==> src/rtl/frs_pkg.sv <==
package frs_pkg;

    typedef enum logic [1:0] {
        FRS_IDLE  = 2'd0,
        FRS_INTEG = 2'd1,
        FRS_READ  = 2'd2
    } frs_state_e;

endpackage

==> src/rtl/frs_edge.sv <==
module frs_edge (
    input  logic clk_i,
    input  logic rst_ni,
    input  logic lvl_i,
    output logic rise_o,
    output logic fall_o
);

    logic lvl_d, lvl_q;

    always_comb begin
        lvl_d = lvl_i;
    end

    always_ff @(posedge clk_i) begin
        if (!rst_ni) lvl_q <= 1'b0;
        else         lvl_q <= lvl_d;
    end

    assign rise_o = lvl_i & ~lvl_q;
    assign fall_o = ~lvl_i & lvl_q;

endmodule

==> src/rtl/frs_cr_timer.sv <==
module frs_cr_timer #(
    parameter  int unsigned LEN   = 1333,
    localparam int unsigned CNT_W = $clog2(LEN + 1)
) (
    input  logic clk_i,
    input  logic rst_ni,
    input  logic start_i,
    output logic pulse_o
);

    logic [CNT_W-1:0] cnt_d, cnt_q;

    always_comb begin
        cnt_d = cnt_q;
        if (start_i)            cnt_d = CNT_W'(LEN);
        else if (cnt_q != '0)   cnt_d = cnt_q - 1'b1;
    end

    always_ff @(posedge clk_i) begin
        if (!rst_ni) cnt_q <= '0;
        else         cnt_q <= cnt_d;
    end

    assign pulse_o = (cnt_q != '0);


    cr_restart_chk: assert property (@(posedge clk_i) disable iff (!rst_ni)
        start_i |-> !pulse_o);


    cr_bound_chk: assert property (@(posedge clk_i) disable iff (!rst_ni)
        pulse_o && !start_i |=> (cnt_q < CNT_W'(LEN)));

endmodule

==> src/rtl/frs_submask.sv <==
module frs_submask #(
    parameter int unsigned SUB_W = 4
) (
    input  logic             clk_i,
    input  logic             rst_ni,
    input  logic             load_i,
    input  logic             step_i,
    input  logic [SUB_W-1:0] n_i,
    output logic             keep_o
);

    typedef struct packed {
        logic [SUB_W-1:0] n;
        logic [SUB_W-1:0] cnt;
    } mask_t;

    mask_t m_d, m_q;
    logic [SUB_W-1:0] nxt;

    always_comb begin
        m_d = m_q;
        nxt = m_q.cnt + 1'b1;
        if (load_i) begin
            m_d.n   = (n_i == '0) ? SUB_W'(1) : n_i;
            m_d.cnt = '0;
        end else if (step_i) begin
            m_d.cnt = (nxt >= m_q.n) ? '0 : nxt;
        end
    end

    always_ff @(posedge clk_i) begin
        if (!rst_ni) begin
            m_q.n   <= SUB_W'(1);
            m_q.cnt <= '0;
        end else begin
            m_q <= m_d;
        end
    end

    assign keep_o = (m_q.cnt == '0);


    sub_range_chk: assert property (@(posedge clk_i) disable iff (!rst_ni)
        (m_q.n != '0) && (m_q.cnt < m_q.n));


    n_hold_chk: assert property (@(posedge clk_i) disable iff (!rst_ni)
        !load_i |=> $stable(m_q.n));

endmodule

==> src/rtl/frame_readout_seq.sv <==
module frame_readout_seq
    import frs_pkg::*;
#(
    parameter  int unsigned N_BLACK_TOP = 6,
    parameter  int unsigned N_ACTIVE    = 1640,
    parameter  int unsigned N_BLACK_BOT = 6,
    parameter  int unsigned LINE_CYCLES = 1333,
    parameter  int unsigned SUB_W       = 4,
    localparam int unsigned N_LINES     = N_BLACK_TOP + N_ACTIVE + N_BLACK_BOT,
    localparam int unsigned LINE_W      = $clog2(N_LINES)
) (
    input  logic              clk_i,
    input  logic              rst_ni,
    input  logic              trig_i,
    input  logic [SUB_W-1:0]  sub_n_i,
    output logic              line_start_o,
    output logic [LINE_W-1:0] line_idx_o,
    output logic              line_black_o,
    output logic              tg_en_o,
    output logic              cr_pulse_o
);

    localparam int unsigned CYC_W = $clog2(LINE_CYCLES + 1);
    localparam logic [LINE_W-1:0] TOP_END_L = LINE_W'(N_BLACK_TOP);
    localparam logic [LINE_W-1:0] ACT_END_L = LINE_W'(N_BLACK_TOP + N_ACTIVE);
    localparam logic [LINE_W-1:0] LAST_L    = LINE_W'(N_LINES - 1);
    localparam logic [CYC_W-1:0]  CYC_LAST  = CYC_W'(LINE_CYCLES - 1);

    typedef struct packed {
        frs_state_e        st;
        logic [CYC_W-1:0]  cyc;
        logic [LINE_W-1:0] line;
        logic [LINE_W-1:0] idx;
        logic              black;
        logic              strobe;
        logic              tg;
    } seq_t;

    seq_t s_d, s_q;
    logic rise, fall, keep, cr_start, sub_load, sub_step;

    frs_edge i_edge (
        .clk_i  (clk_i),
        .rst_ni (rst_ni),
        .lvl_i  (trig_i),
        .rise_o (rise),
        .fall_o (fall)
    );

    frs_cr_timer #(.LEN(LINE_CYCLES)) i_cr (
        .clk_i   (clk_i),
        .rst_ni  (rst_ni),
        .start_i (cr_start),
        .pulse_o (cr_pulse_o)
    );

    frs_submask #(.SUB_W(SUB_W)) i_mask (
        .clk_i  (clk_i),
        .rst_ni (rst_ni),
        .load_i (sub_load),
        .step_i (sub_step),
        .n_i    (sub_n_i),
        .keep_o (keep)
    );

    always_comb begin
        s_d        = s_q;
        s_d.strobe = 1'b0;
        cr_start   = 1'b0;
        sub_load   = 1'b0;
        sub_step   = 1'b0;
        unique case (s_q.st)
            FRS_IDLE: begin
                if (rise) begin
                    s_d.st   = FRS_INTEG;
                    cr_start = 1'b1;
                end
            end
            FRS_INTEG: begin
                if (fall) begin
                    s_d.st   = FRS_READ;
                    s_d.cyc  = '0;
                    s_d.line = '0;
                    sub_load = 1'b1;
                end
            end
            FRS_READ: begin
                if (s_q.cyc == '0) begin
                    s_d.strobe = 1'b1;
                    s_d.idx    = s_q.line;
                    s_d.black  = (s_q.line < TOP_END_L) || (s_q.line >= ACT_END_L);
                    s_d.tg     = keep;
                    sub_step   = 1'b1;
                end
                if (s_q.cyc == CYC_LAST) begin
                    s_d.cyc = '0;
                    if (s_q.line == LAST_L) begin
                        s_d.st = FRS_IDLE;
                        s_d.tg = 1'b0;
                    end else begin
                        s_d.line = s_q.line + 1'b1;
                    end
                end else begin
                    s_d.cyc = s_q.cyc + 1'b1;
                end
            end
            default: s_d.st = FRS_IDLE;
        endcase
    end

    always_ff @(posedge clk_i) begin
        if (!rst_ni) begin
            s_q.st     <= FRS_IDLE;
            s_q.cyc    <= '0;
            s_q.line   <= '0;
            s_q.idx    <= '0;
            s_q.black  <= 1'b1;
            s_q.strobe <= 1'b0;
            s_q.tg     <= 1'b0;
        end else begin
            s_q <= s_d;
        end
    end

    assign line_start_o = s_q.strobe;
    assign line_idx_o   = s_q.idx;
    assign line_black_o = s_q.black;
    assign tg_en_o      = s_q.tg;


    idx_hold_chk: assert property (@(posedge clk_i) disable iff (!rst_ni)
        !line_start_o |-> ($stable(line_idx_o) && $stable(line_black_o)));


    idx_step_chk: assert property (@(posedge clk_i) disable iff (!rst_ni)
        (line_start_o && line_idx_o != '0) |-> (line_idx_o == $past(line_idx_o) + 1'b1));


    strobe_in_read_chk: assert property (@(posedge clk_i) disable iff (!rst_ni)
        line_start_o |-> (s_q.st == FRS_READ));


    cr_origin_chk: assert property (@(posedge clk_i) disable iff (!rst_ni)
        $rose(cr_pulse_o) |-> $past(s_q.st == FRS_IDLE && rise));


    idle_tg_chk: assert property (@(posedge clk_i) disable iff (!rst_ni)
        (s_q.st != FRS_READ) |-> !tg_en_o);

endmodule

==> config.mk <==
export PLATFORM = sky130hd
export DESIGN_NAME = frame_readout_seq
export DESIGN_NICKNAME = d
export VERILOG_FILES = /design/src/rtl/frs_pkg.sv /design/src/rtl/frs_edge.sv /design/src/rtl/frs_cr_timer.sv /design/src/rtl/frs_submask.sv /design/src/rtl/frame_readout_seq.sv
export SDC_FILE = /design/constraint.sdc
export NUM_CORES = 1
export LEC_CHECK = 0
export ABC_AREA = 1
export BUFFER_PORTS_ARGS = -buffer_cell sky130_fd_sc_hd__buf_2
export CAP_MARGIN = 15
export CORE_UTILIZATION = 40
export DETAILED_ROUTE_END_ITERATION = 6
export SLEW_MARGIN = 20
export SYNTH_ARGS = -nofsm -noshare
export SYNTH_HDL_FRONTEND = slang
export SYNTH_SLANG_ARGS = --single-unit
==> constraint.sdc <==
create_clock -name clk_i -period 2.25 [get_ports clk_i]
set_clock_uncertainty 0.1 [all_clocks]
set_input_delay 0.5625 -clock clk_i [delete_from_list [all_inputs] [get_ports clk_i]]
set_output_delay 0.5625 -clock clk_i [all_outputs]
set_load 0.01 [all_outputs]
; ---- After elaboration in Yosys (flattened, before gate mapping)
; Cells that the tools add are included.
[word_totals]
regBits = 58
in_bits = 7
output_inout_bits = 15
wordCells = 70
[classes]
add_sub_neg = 4
n_lt_le_gt_ge = 3
eq_ne = 9
n_mux = 22
n_bitwise = 5
n_reduce_logical = 15
[ops]
columns = cell, n
row1 = 11-bit 2-to-1 mux, 5
row2 = 22-bit one-hot mux with 2 select lines, 1
row3 = 24-bit 2-to-1 mux, 1
row4 = "11-bit by 1-bit adder with 11-bit output, second input constant", 2
row5 = "11-bit == test, second input constant", 2
row6 = "11-bit >= comparator, second input constant", 1
row7 = 11-bit zero test, 1
row8 = "11-bit by 3-bit < comparator with 1-bit output, second input constant", 1
row9 = 11-bit nonzero test, 1
row10 = "11-bit by 1-bit subtractor with 11-bit output, second input constant", 1
row11 = 4-bit zero test, 2
row12 = 1-bit 2-to-1 mux, 8
row13 = 2-bit 2-to-1 mux, 4
row14 = 4-bit 2-to-1 mux, 2
row15 = "2-bit inequality test, second input constant", 4
row16 = 4-bit AND reduction, 2
row17 = 2-bit one-hot mux with 3 select lines, 1
row18 = 2-bit AND reduction, 3
row19 = "4-bit by 1-bit adder with 4-bit output, second input constant", 1
row20 = 4-bit >= comparator, 1
row21 = 2-bit nonzero test, 2
row22 = 2-bit OR reduction, 2
row23 = 1-bit inverter, 3
row24 = 1-bit bitwise AND, 2
row25 = 5 further kinds, 5

; ---- Longest topological paths before layout
; Gate-level depths: netlist of run 1.
[depth]
ltp_word = 5
ltp_mapped = 11
depth_no_buf = 10

; ---- By module
; From an unflattened synthesis of run 1, not the netlist that was laid out.
[hier_totals]
hier_cells = 511
hier_area_um2 = 3303.2
[by_module_without_submodules]
columns = mod, n_inst, cells_each, area_per_inst_um2, seq_area_each_um2
row1 = frame_readout_seq, 1, 342, 2163.3, 760.7
row2 = frs_cr_timer, 1, 98, 628.1, 220.2
row3 = frs_submask, 1, 64, 466.7, 160.2
row4 = frs_edge, 1, 7, 45.0, 20.0

; ---- Worst setup path after synthesis of run 1
; OpenSTA, ideal clock, no wires.
[synth_timing]
kind = reg-to-output
start = reg i_cr.cnt_q[0]
end = out cr_pulse_o
t_arrival_ns = 1.064
path_slack_ns = 0.524
path_stages_with_launch = 7
path_cell_list = dfxtp_1 -> inv_1 -> ha_1 -> nand3_1 -> nor2_1 -> nand2_1 -> buf_2
[synth_between]
elab_chain_cells = 1
[synth_rtl]
columns = element, line
row1 = "start, declared", frs_cr_timer.sv:11  ; logic [CNT_W-1:0] cnt_d, cnt_q;
row2 = "start signal, assigned", frs_cr_timer.sv:21  ; else cnt_q <= cnt_d;
row3 = 11-bit nonzero test, frs_cr_timer.sv:24  ; assign pulse_o = (cnt_q != '0);
row4 = "end, declared", frame_readout_seq.sv:20  ; output logic cr_pulse_o
; Every way passes these cells.

; ---- Worst setup path after layout of run 1
; Ends and elaborated chain as after synthesis.

==> results of run 1 <==
==> how the worst min path moves through the flow <==
stage                    endpoint  cells after the start     startpoint
finish               i_edge.lvl_q                      3         trig_i
global placement    line_idx_o[4]                      2  line_idx_o[4]
detailed placement  i_mask.m_q[5]                      2  i_mask.m_q[5]
CTS                  i_edge.lvl_q                      3         trig_i
global route         i_edge.lvl_q                      3         trig_i
floorplan           i_mask.m_q[5]                      2  i_mask.m_q[5]
==> state kept, by name (all words and copies together), names as in the netlist <==
register / count
i_cr.cnt_q: 11
i_edge.lvl_q: 1
i_mask.m_q: 8
line_black_o: 1
line_idx_o: 11
line_start_o: 1
s_q: 24
tg_en_o: 1
==> power by group <==
part / switching, mW / internal, mW
sequential: 0.0485 / 1.10
clock: 0.405 / 0.572
combinational: 0.314 / 0.172
==> cells in the final DEF, fill, tap and decap left out, types with 2 or more instances in the layout <==
master,n
nand2_1,84
inv_1,59
nor2_1,58
dfxtp_1,58
a21oi_1,42
nand3_1,34
o21ai_0,31
buf_2,21
clkbuf_8,11
nor3_1,10
ha_1,9
buf_4,9
xor2_1,6
nand4_1,5
nor2_2,4
xnor2_1,3
inv_2,3
clkbuf_1,3
nand3_2,2
nand2_2,2
nand2_4,2
a21oi_2,2
o21bai_1,2
nor4_1,2
nand3b_1,2
a211oi_1,2
o21ai_2,2
==> final cells by class <==
class | count | area, µm²
fill | 772 | 3930
sequential | 58 | 1160
timing repair buffer | 30 | 173
multi-input combinational | 312 | 1600
clock buffer | 14 | 163
inverter | 62 | 233
clock inverter | 2 | 35.0
tap | 99 | 124
==> kinds of logic (layout without fill, tap and decap cells) <==
kind of cell | Yosys count | count (layout) | share of synthesized area
fa+ha+maj | 10 | 10 | 0.0398
flops | 58 | 58 | 0.369
buf+inv | 86 | 108 | 0.127
simple gates | 208 | 208 | 0.291
xor+xnor | 9 | 9 | 0.0251
compound gates | 85 | 85 | 0.148
==> cells in the mapped netlist (2+ instances only) <==
| library cell | count |
|---|---|
| a211oi_1 | 2 |
| a21oi_1 | 42 |
| a21oi_2 | 2 |
| buf_2 | 5 |
| buf_4 | 13 |
| clkbuf_1 | 2 |
| dfxtp_1 | 58 |
| ha_1 | 10 |
| inv_1 | 59 |
| inv_2 | 3 |
| nand2_1 | 84 |
| nand2_2 | 2 |
| nand2_4 | 2 |
| nand3_1 | 35 |
| nand3b_1 | 2 |
| nand4_1 | 5 |
| nor2_1 | 59 |
| nor2_2 | 3 |
| nor3_1 | 10 |
| nor4_1 | 2 |
| o21ai_0 | 31 |
| o21ai_2 | 2 |
| o21bai_1 | 2 |
| xnor2_1 | 3 |
| xor2_1 | 6 |
==> per-stage QoR <==
step,hold WS (ns),total power [mW]
6_report,0.325,2.61
4_1_cts,0.313,2.63
2_1_floorplan,0.335,1.54
3_3_place_gp,0.361,1.64
3_5_place_dp,0.357,1.65
5_1_grt,0.334,2.75
==> metal layers <==
metal | part of all wire | wire (µm) | up-vias | track usage
met5 | 0 | 0 | - | 0
li1 | - | - | 1494 | -
met1 | 0.47 | 3250 | 1281 | 0.213
met2 | 0.48 | 3290 | 49 | 0.304
met3 | 0.035 | 244 | 11 | 0.0463
met4 | 0.014 | 97 | 0 | 0.0726
==> critical path, cell delays in order (launching register included) <==
cell     delay [ns]
dfxtp_1        0.31
inv_1          0.10
ha_2           0.21
nand3_2        0.13
nor2_2         0.12
nand2_1        0.08
buf_2          0.14
==> repair_timing <==
item	CTS	global route
endpoints found under the setup margin	0	1
hold buffers	0	0
gates resized for setup	0	3
==> impl_metrics.toml, run 1 <==
[placed_design]
port-buffer-count = 21
dp.cells = 561
place_congestion = 0.883
post-place-ws_ns = 0.313
dp_hpwl_um = 5110
postPlaceCellArea_um2 = 3280

[cells_and_area]
instances_no_fill = 577
antennaDiodeCount = 0
stdcell_area_um2 = 3480
final_nets = 490
area_growth_pct = 10.7
drive_above_1_share = 0.134
postLayoutCoreUtil = 0.470

[cts]
clkTransAtPathRegs_ns = 0.06
root_buffer = "clkbuf_8"
clock_latency_ns = 0.34
cts_max_level = 3
max-clock-path-buffers = 2
cts.sinks = 58
post_cts_buffers = 0
cts_tree = "built"
cts_buffers = 9

[yosys]
ys_ff_latch = 58
syn_area_um2 = 3150
synth_edf_count = 0
async_flop_share = 0
ys.flop_type = "dfxtp_1"
yosysWarnings = 0
seq_area_frac_synth = 0.369
avgSynthCellArea_um2 = 6.90
synth_top_area_share = 0.369
syn_inst = 456
yosys-top-cells-area = "dfxtp_1 (37%), nand2_1 (10%), inv_1 (7.0%)"
post-synth-top-area-cell = "dfxtp_1"
synth.distinct_cells = 37
syn_nets = 473

[sta]
fin_crit_sh = 0.933
drv_slew = 0
fin_crit_ns = 2.10
fmax_ghz = 0.476
fin_setup_tns_ns = 0
rsz0062_at_grt = "false"
tightest_slew_ns = 0.371
hold_viol_final = 0
setup_viol = 0
setup_slack_ns = 0.151
slew_headroom = 0.751

[detailed_routing]
drc_errors = 0
postRouteAntennaNets = 0
wirelength_um = 6880
vias = 2835
viasPerCell = 4.91
routedWlPerCell_um = 11.9
drt_iter0_drc = 119
firstDrtPassIters = 4

[critical_path]
required_ns = 1.59
startpoint = "i_cr.cnt_q[0]"
r2r_slack_ns = 0.33
crit_arrival_ns = 1.44
worstSetupEndpoint = "cr_pulse_o"
r2r_start = "i_mask.m_q[0]"
setup.worst_path.start_class = "flip-flop"
path_class = "flip-flop to primary output"
critPathCaptureType = "primary output"
rr_worst_depth = 9
cp_max_fo = 5
reg2reg_to = "i_mask.m_q[1]"

[flow_run]
drv_cap = 0

[global_route]
globalRouteTotalUtil = 0.179
grt_first_pass_wirelength_um = 11900
antenna_found_initial = 0
grt_overflow = 0
grt_pass1_vias = 2660
grt_max_degree = 25

[run_status]
status = "completed"

[floorplanning]
fp-row-count = 31
core-area_um2 = 7410
die-area_um2 = 8220
io_pins = 22
die_y_um = 90.7
die_x_um = 90.7
initial_utilization = 0.425

[pwr]
vdd_drop_max_uv = 444
p_per_area_nw_per_um2 = 750
leakage_nw = 1.53

[worst_hold_path]
hp-class = "input port to flip-flop"
No activity file was read; power rests on OpenSTA's default activity.
==> run 2: changes to the inputs <==
--- a/config.mk
+++ b/config.mk
@@ -9,8 +9,11 @@
 export BUFFER_PORTS_ARGS = -buffer_cell sky130_fd_sc_hd__buf_2
 export CAP_MARGIN = 15
 export CORE_UTILIZATION = 40
+export CTS_BUF_LIST = sky130_fd_sc_hd__clkbuf_4 sky130_fd_sc_hd__clkbuf_8
 export DETAILED_ROUTE_END_ITERATION = 6
+export SKIP_CTS_REPAIR_TIMING = 1
 export SLEW_MARGIN = 20
 export SYNTH_ARGS = -nofsm -noshare
 export SYNTH_HDL_FRONTEND = slang
+export SYNTH_HIERARCHICAL = 1
 export SYNTH_SLANG_ARGS = --single-unit
==> run 2 against run 1 <==
Synthesized cell count increased by 12%. Fmax down 1.2%. Total power grew 7.2%. Register-to-register slack lost 0.05 ns. Critical endpoint unchanged. Largest cell class unchanged.
==> impl_metrics.toml, run 2 <==
[run_status]
status = "completed"

[cells_and_area]
antennaDiodeCount = 0
multi_input_area_um2 = 1720
largest_register_ffs = 24
stdcell_area_um2 = 3640
seqCellArea_um2 = 1160
final_common_cell = "nand2_1"
top_register = "s_q"
area_growth_pct = 10.1
final_nets = 543
fillers = 840
layout_common_cells = "nand2_1 (122), inv_1 (72), nor2_1 (67)"
drive_above_1_share = 0.105
instances_no_fill = 633

[sta]
whs_ns = 0.330
setup_slack_ns = 0.126
slew_headroom = 0.665
fmax_ghz = 0.471
tightest_slew_ns = 0.502
fin_setup_tns_ns = 0
drv_slew = 0
fin_crit_ns = 2.12
setup_viol = 0
hold_viol_final = 0
rsz0062_at_grt = "false"
fin_crit_sh = 0.944

[placed_design]
post-place-ws_ns = 0.280
postPlaceCellArea_um2 = 3450
dp_hpwl_um = 5470
port-buffer-count = 21
place_congestion = 0.855
dp.cells = 617

[critical_path]
setup.worst_path.start_class = "flip-flop"
path_class = "flip-flop to primary output"
rr_worst_depth = 11
r2r_slack_ns = 0.28
critPathCaptureType = "primary output"
cp_max_fo = 4
required_ns = 1.59
crit_arrival_ns = 1.46

[cts]
cts_tree = "built"
clock_latency_ns = 0.35
max-clock-path-buffers = 2
root_buffer = "clkbuf_8"
clkTransAtPathRegs_ns = 0.06
cts.sinks = 58
cts_buffers = 9
cts_max_level = 3

[yosys]
synth.distinct_cells = 32
avgSynthCellArea_um2 = 6.46
syn_area_um2 = 3300
seq_area_frac_synth = 0.352
syn_nets = 528
synth_most_common_cell = "nand2_1"
ys.flop_type = "dfxtp_1"
synthTopCellsByCount = "nand2_1 (122), inv_1 (72), nor2_1 (67), dfxtp_1 (58), nand3_1 (55)"
yosys-top-cells-area = "dfxtp_1 (35%), nand2_1 (14%), nand3_1 (8.3%)"
synth_top_area_share = 0.352
post-synth-top-area-cell = "dfxtp_1"
yosysWarnings = 6
ys_ff_latch = 58
async_flop_share = 0
syn_inst = 511
synth_edf_count = 0

[detailed_routing]
viasPerCell = 4.95
routedWlPerCell_um = 11.6
postRouteAntennaNets = 0
firstDrtPassIters = 4
wirelength_um = 7370
vias = 3131
drc_errors = 0
drt_iter0_drc = 141

[pwr]
leakage_nw = 1.72
pwr-share-comb = 0.245
power_frac_seq = 0.431
netSwitchingPower_mw = 0.920
p_int_mw = 1.88
vdd_drop_max_uv = 268
p_per_area_nw_per_um2 = 770
p_sw_frac = 0.329
clkPwrFrac = 0.324

[worst_hold_path]
hp-class = "input port to flip-flop"
hold_path_depth = 3

[floorplanning]
die_x_um = 92.9
io_pins = 22
initial_utilization = 0.421
die-area_um2 = 8630
fp-row-count = 32
core-area_um2 = 7850
die_y_um = 92.9

[global_route]
grt_first_pass_wirelength_um = 12700
grt_max_degree = 23
antenna_found_initial = 0
globalRouteTotalUtil = 0.186
grt_pass1_vias = 2812
grt_overflow = 0

[flow_run]
drv_cap = 0
[run 2: per-layer routing]
metal  GRT usage  vias to the layer above  routed length [µm]
met5           0                        -                   0
met1       0.251                     1421                3670
li1            -                     1650                   -
met3      0.0369                        8                 347
met2       0.283                       52                3250
met4      0.0859                        0                 101
[run 2: worst max-delay path: stages, from the launching register on]
cell	delay, ns
dfxtp_1	0.32
inv_1	0.13
ha_1	0.24
nand2_1	0.10
nor2_1	0.11
nand4_1	0.07
buf_2	0.15
[run 2: cell type report]
class,count,area share
flip-flops and latches,58,0.319
clock buffers,14,0.0495
clock inverters,2,0.00275
well taps,102,0.0351
inverters,74,0.0764
repair buffers,27,0.0447
multi-input cells,356,0.472
[run 2: cell families (layout without fill, tap and decap cells)]
logic type | Yosys count | after routing | synth area share
and+or+nand+nor | 277 | 277 | 0.366
buffers and inverters | 97 | 117 | 0.128
AOI/OAI and AO/OA | 65 | 65 | 0.105
DFF | 58 | 58 | 0.352
adders and majority gates | 10 | 10 | 0.0379
xor gates and xnor gates | 4 | 4 | 0.0106
[run 2: per-stage QoR]
step                      utilization  power, mW
after floorplan                     -       1.78
after global placement          0.439       1.91
after detailed placement        0.439       1.92
after CTS                       0.463       2.84
after global routing            0.463       3.01
final                           0.463       2.80
[run 2: power by group through the flow]
stage / logic [mW] / clock network, mW / registers [mW]
final: 0.686 / 0.906 / 1.21
after global routing: 0.797 / 0.989 / 1.22
after CTS: 0.693 / 0.938 / 1.21
after detailed placement: 0.690 / 0 / 1.23
after global placement: 0.682 / 0 / 1.23
after floorplan: 0.570 / 0 / 1.21
[run 2: worst paths after layout]
| kind | from | end |
|---|---|---|
| max reg2reg | s_q[25] | i_mask/m_q[0] |
| max | i_cr/cnt_q[0] | cr_pulse_o |
| min | trig_i | i_edge/lvl_q |
| min reg2reg | s_q[32] | s_q[32] |
==> run 3: changes to the inputs <==
==> constraint.sdc (replaced) <==
create_clock -name clk_i -period 2.31 [get_ports clk_i]
set_clock_uncertainty 0.1 [all_clocks]
set_input_delay 0.5775 -clock clk_i [delete_from_list [all_inputs] [get_ports clk_i]]
set_output_delay 0.5775 -clock clk_i [all_outputs]
set_load 0.01 [all_outputs]
==> run 3 against run 2 <==
Wire length is 0.16% higher. Global-route usage is 0.20 points lower. Utilization hardly changed. Worst setup slack better by 0.060 ns. Sequential power is 3% lower. Cell count is 0.32% lower. Register-to-register slack better by 0.03 ns. Combinational power is 3.4% lower. Die area stayed put. Sequential cell count stayed put. Critical endpoint unchanged.
==> impl_metrics.toml, run 3 (synthesis gave the netlist of run 2 again) <==
[run_status]
status = "completed"

[cells_and_area]
antennaDiodeCount = 0
final_nets = 542
area_growth_pct = 10.0
instances_no_fill = 631
largest_register_ffs = 24
top_register = "s_q"
final_common_cell = "nand2_1"
drive_above_1_share = 0.102
layout_common_cells = "nand2_1 (122), inv_1 (72), nor2_1 (67)"
postLayoutCoreUtil = 0.463

[sta]
setup_viol = 0
whs_ns = 0.344
tightest_slew_ns = 0.516
fin_crit_sh = 0.920
fin_setup_tns_ns = 0
hold_viol_final = 0
drv_slew = 0
rsz0062_at_grt = "false"
fin_crit_ns = 2.12
fmax_ghz = 0.471
setup_slack_ns = 0.186
slew_headroom = 0.656

[floorplanning]
io_pins = 22
core-area_um2 = 7850
die-area_um2 = 8630
die_x_um = 92.9
initial_utilization = 0.421
fp-row-count = 32
die_y_um = 92.9

[global_route]
grt_pass1_vias = 2841
grt_max_degree = 23
grt_first_pass_wirelength_um = 12600
antenna_found_initial = 0
grt_overflow = 0
globalRouteTotalUtil = 0.184

[flow_run]
drv_cap = 0

[pwr]
netSwitchingPower_mw = 0.905
p_per_area_nw_per_um2 = 777
leakage_nw = 1.72
p_int_mw = 1.92
power_frac_seq = 0.416
pwr-share-comb = 0.235
p_sw_frac = 0.320
clkPwrFrac = 0.350
vdd_drop_max_uv = 294

[placed_design]
dp.cells = 616
post-place-ws_ns = 0.328
port-buffer-count = 21
dp_hpwl_um = 5430
place_congestion = 0.896

[critical_path]
crit_arrival_ns = 1.45
cp_slowest_stage_delay_ns = 0.31
worstPathCellList = "inv_1 > ha_1 > nand2_1 > nor2_1 > nand4_1 > buf_2"
cpMaxStageDelayCell = "dfxtp_1"
reg2reg_to = "s_q[17]"
startpoint = "i_cr/cnt_q[0]"
path_class = "flip-flop to primary output"
setup.worst_path.start_class = "flip-flop"
r2r_slack_ns = 0.31
required_ns = 1.63
critPathCaptureType = "primary output"
rr_worst_depth = 8
r2r_start = "s_q[36]"
worstSetupEndpoint = "cr_pulse_o"
cp_max_fo = 4

[detailed_routing]
firstDrtPassIters = 4
vias = 3111
wirelength_um = 7380
drc_errors = 0
routedWlPerCell_um = 11.7
drt_iter0_drc = 186
viasPerCell = 4.93
postRouteAntennaNets = 0

[cts]
max-clock-path-buffers = 2
clock_latency_ns = 0.35
cts.sinks = 58
cts_max_level = 3
root_buffer = "clkbuf_8"
clkTransAtPathRegs_ns = 0.06
cts_tree = "built"
cts_buffers = 9

[worst_hold_path]
hp-class = "input port to flip-flop"
hold_path_depth = 3
-- run 3: changes by cell type in the layout (fill, tap and decap cells not counted) --
| cell | delta |
|---|---|
| clkbuf_4 | -1 |
| clkinv_2 | -1 |
| buf_12 | -1 |
| bufinv_16 | +1 |
-- run 3: area by class of cell --
| cell class | count | area [µm²] |
|---|---|---|
| Fill cell | 852 | 4210 |
| Clock buffer | 13 | 173 |
| Tap cell | 102 | 128 |
| Timing Repair Buffer | 26 | 143 |
| Clock inverter | 2 | 35.0 |
| Multi-Input combinational cell | 356 | 1720 |
| Sequential cell | 58 | 1160 |
| Inverter | 74 | 278 |
-- run 3: worst min-delay path by stage --
| stage | startpoint | to |
|---|---|---|
| final | trig_i | i_edge/lvl_q |
| after global placement | s_q[32] | s_q[32] |
| after global routing | trig_i | i_edge/lvl_q |
| after CTS | trig_i | i_edge/lvl_q |
| after detailed placement | i_mask/m_q[6] | i_mask/m_q[6] |
| after floorplan | line_idx_o[6] | line_idx_o[6] |
-- run 3: critical path, delay by kind of cell (launching register included) --
family / cells / cell delay [ns]
and+or+nand+nor: 3 / 0.28
adders and majority gates: 1 / 0.24
DFF: 1 / 0.31
buffers and inverters: 2 / 0.28
-- run 3: through the flow --
step                power (mW)  cell area (µm²)
floorplan                 1.73             3300
global placement          1.85             3430
detailed placement        1.86             3430
CTS                       2.86             3630
global route              3.03             3630
finish                    2.83             3630
-- run 3: metal layers --
| metal | track usage | routed length, µm | vias up |
|---|---|---|---|
| met5 | 0 | 0 | - |
| met4 | 0.0718 | 104 | 0 |
| met3 | 0.0468 | 341 | 12 |
| met2 | 0.281 | 3170 | 59 |
| met1 | 0.247 | 3770 | 1396 |
| li1 | - | - | 1644 |
-- run 3: power by group through the flow --
stage                     combinational, mW  clock [mW]  sequential [mW]
after floorplan                       0.555           0             1.17
after global placement                0.657           0             1.20
after detailed placement              0.664           0             1.20
after CTS                             0.668        1.01             1.17
after global routing                  0.770        1.07             1.19
final                                 0.663       0.988             1.17
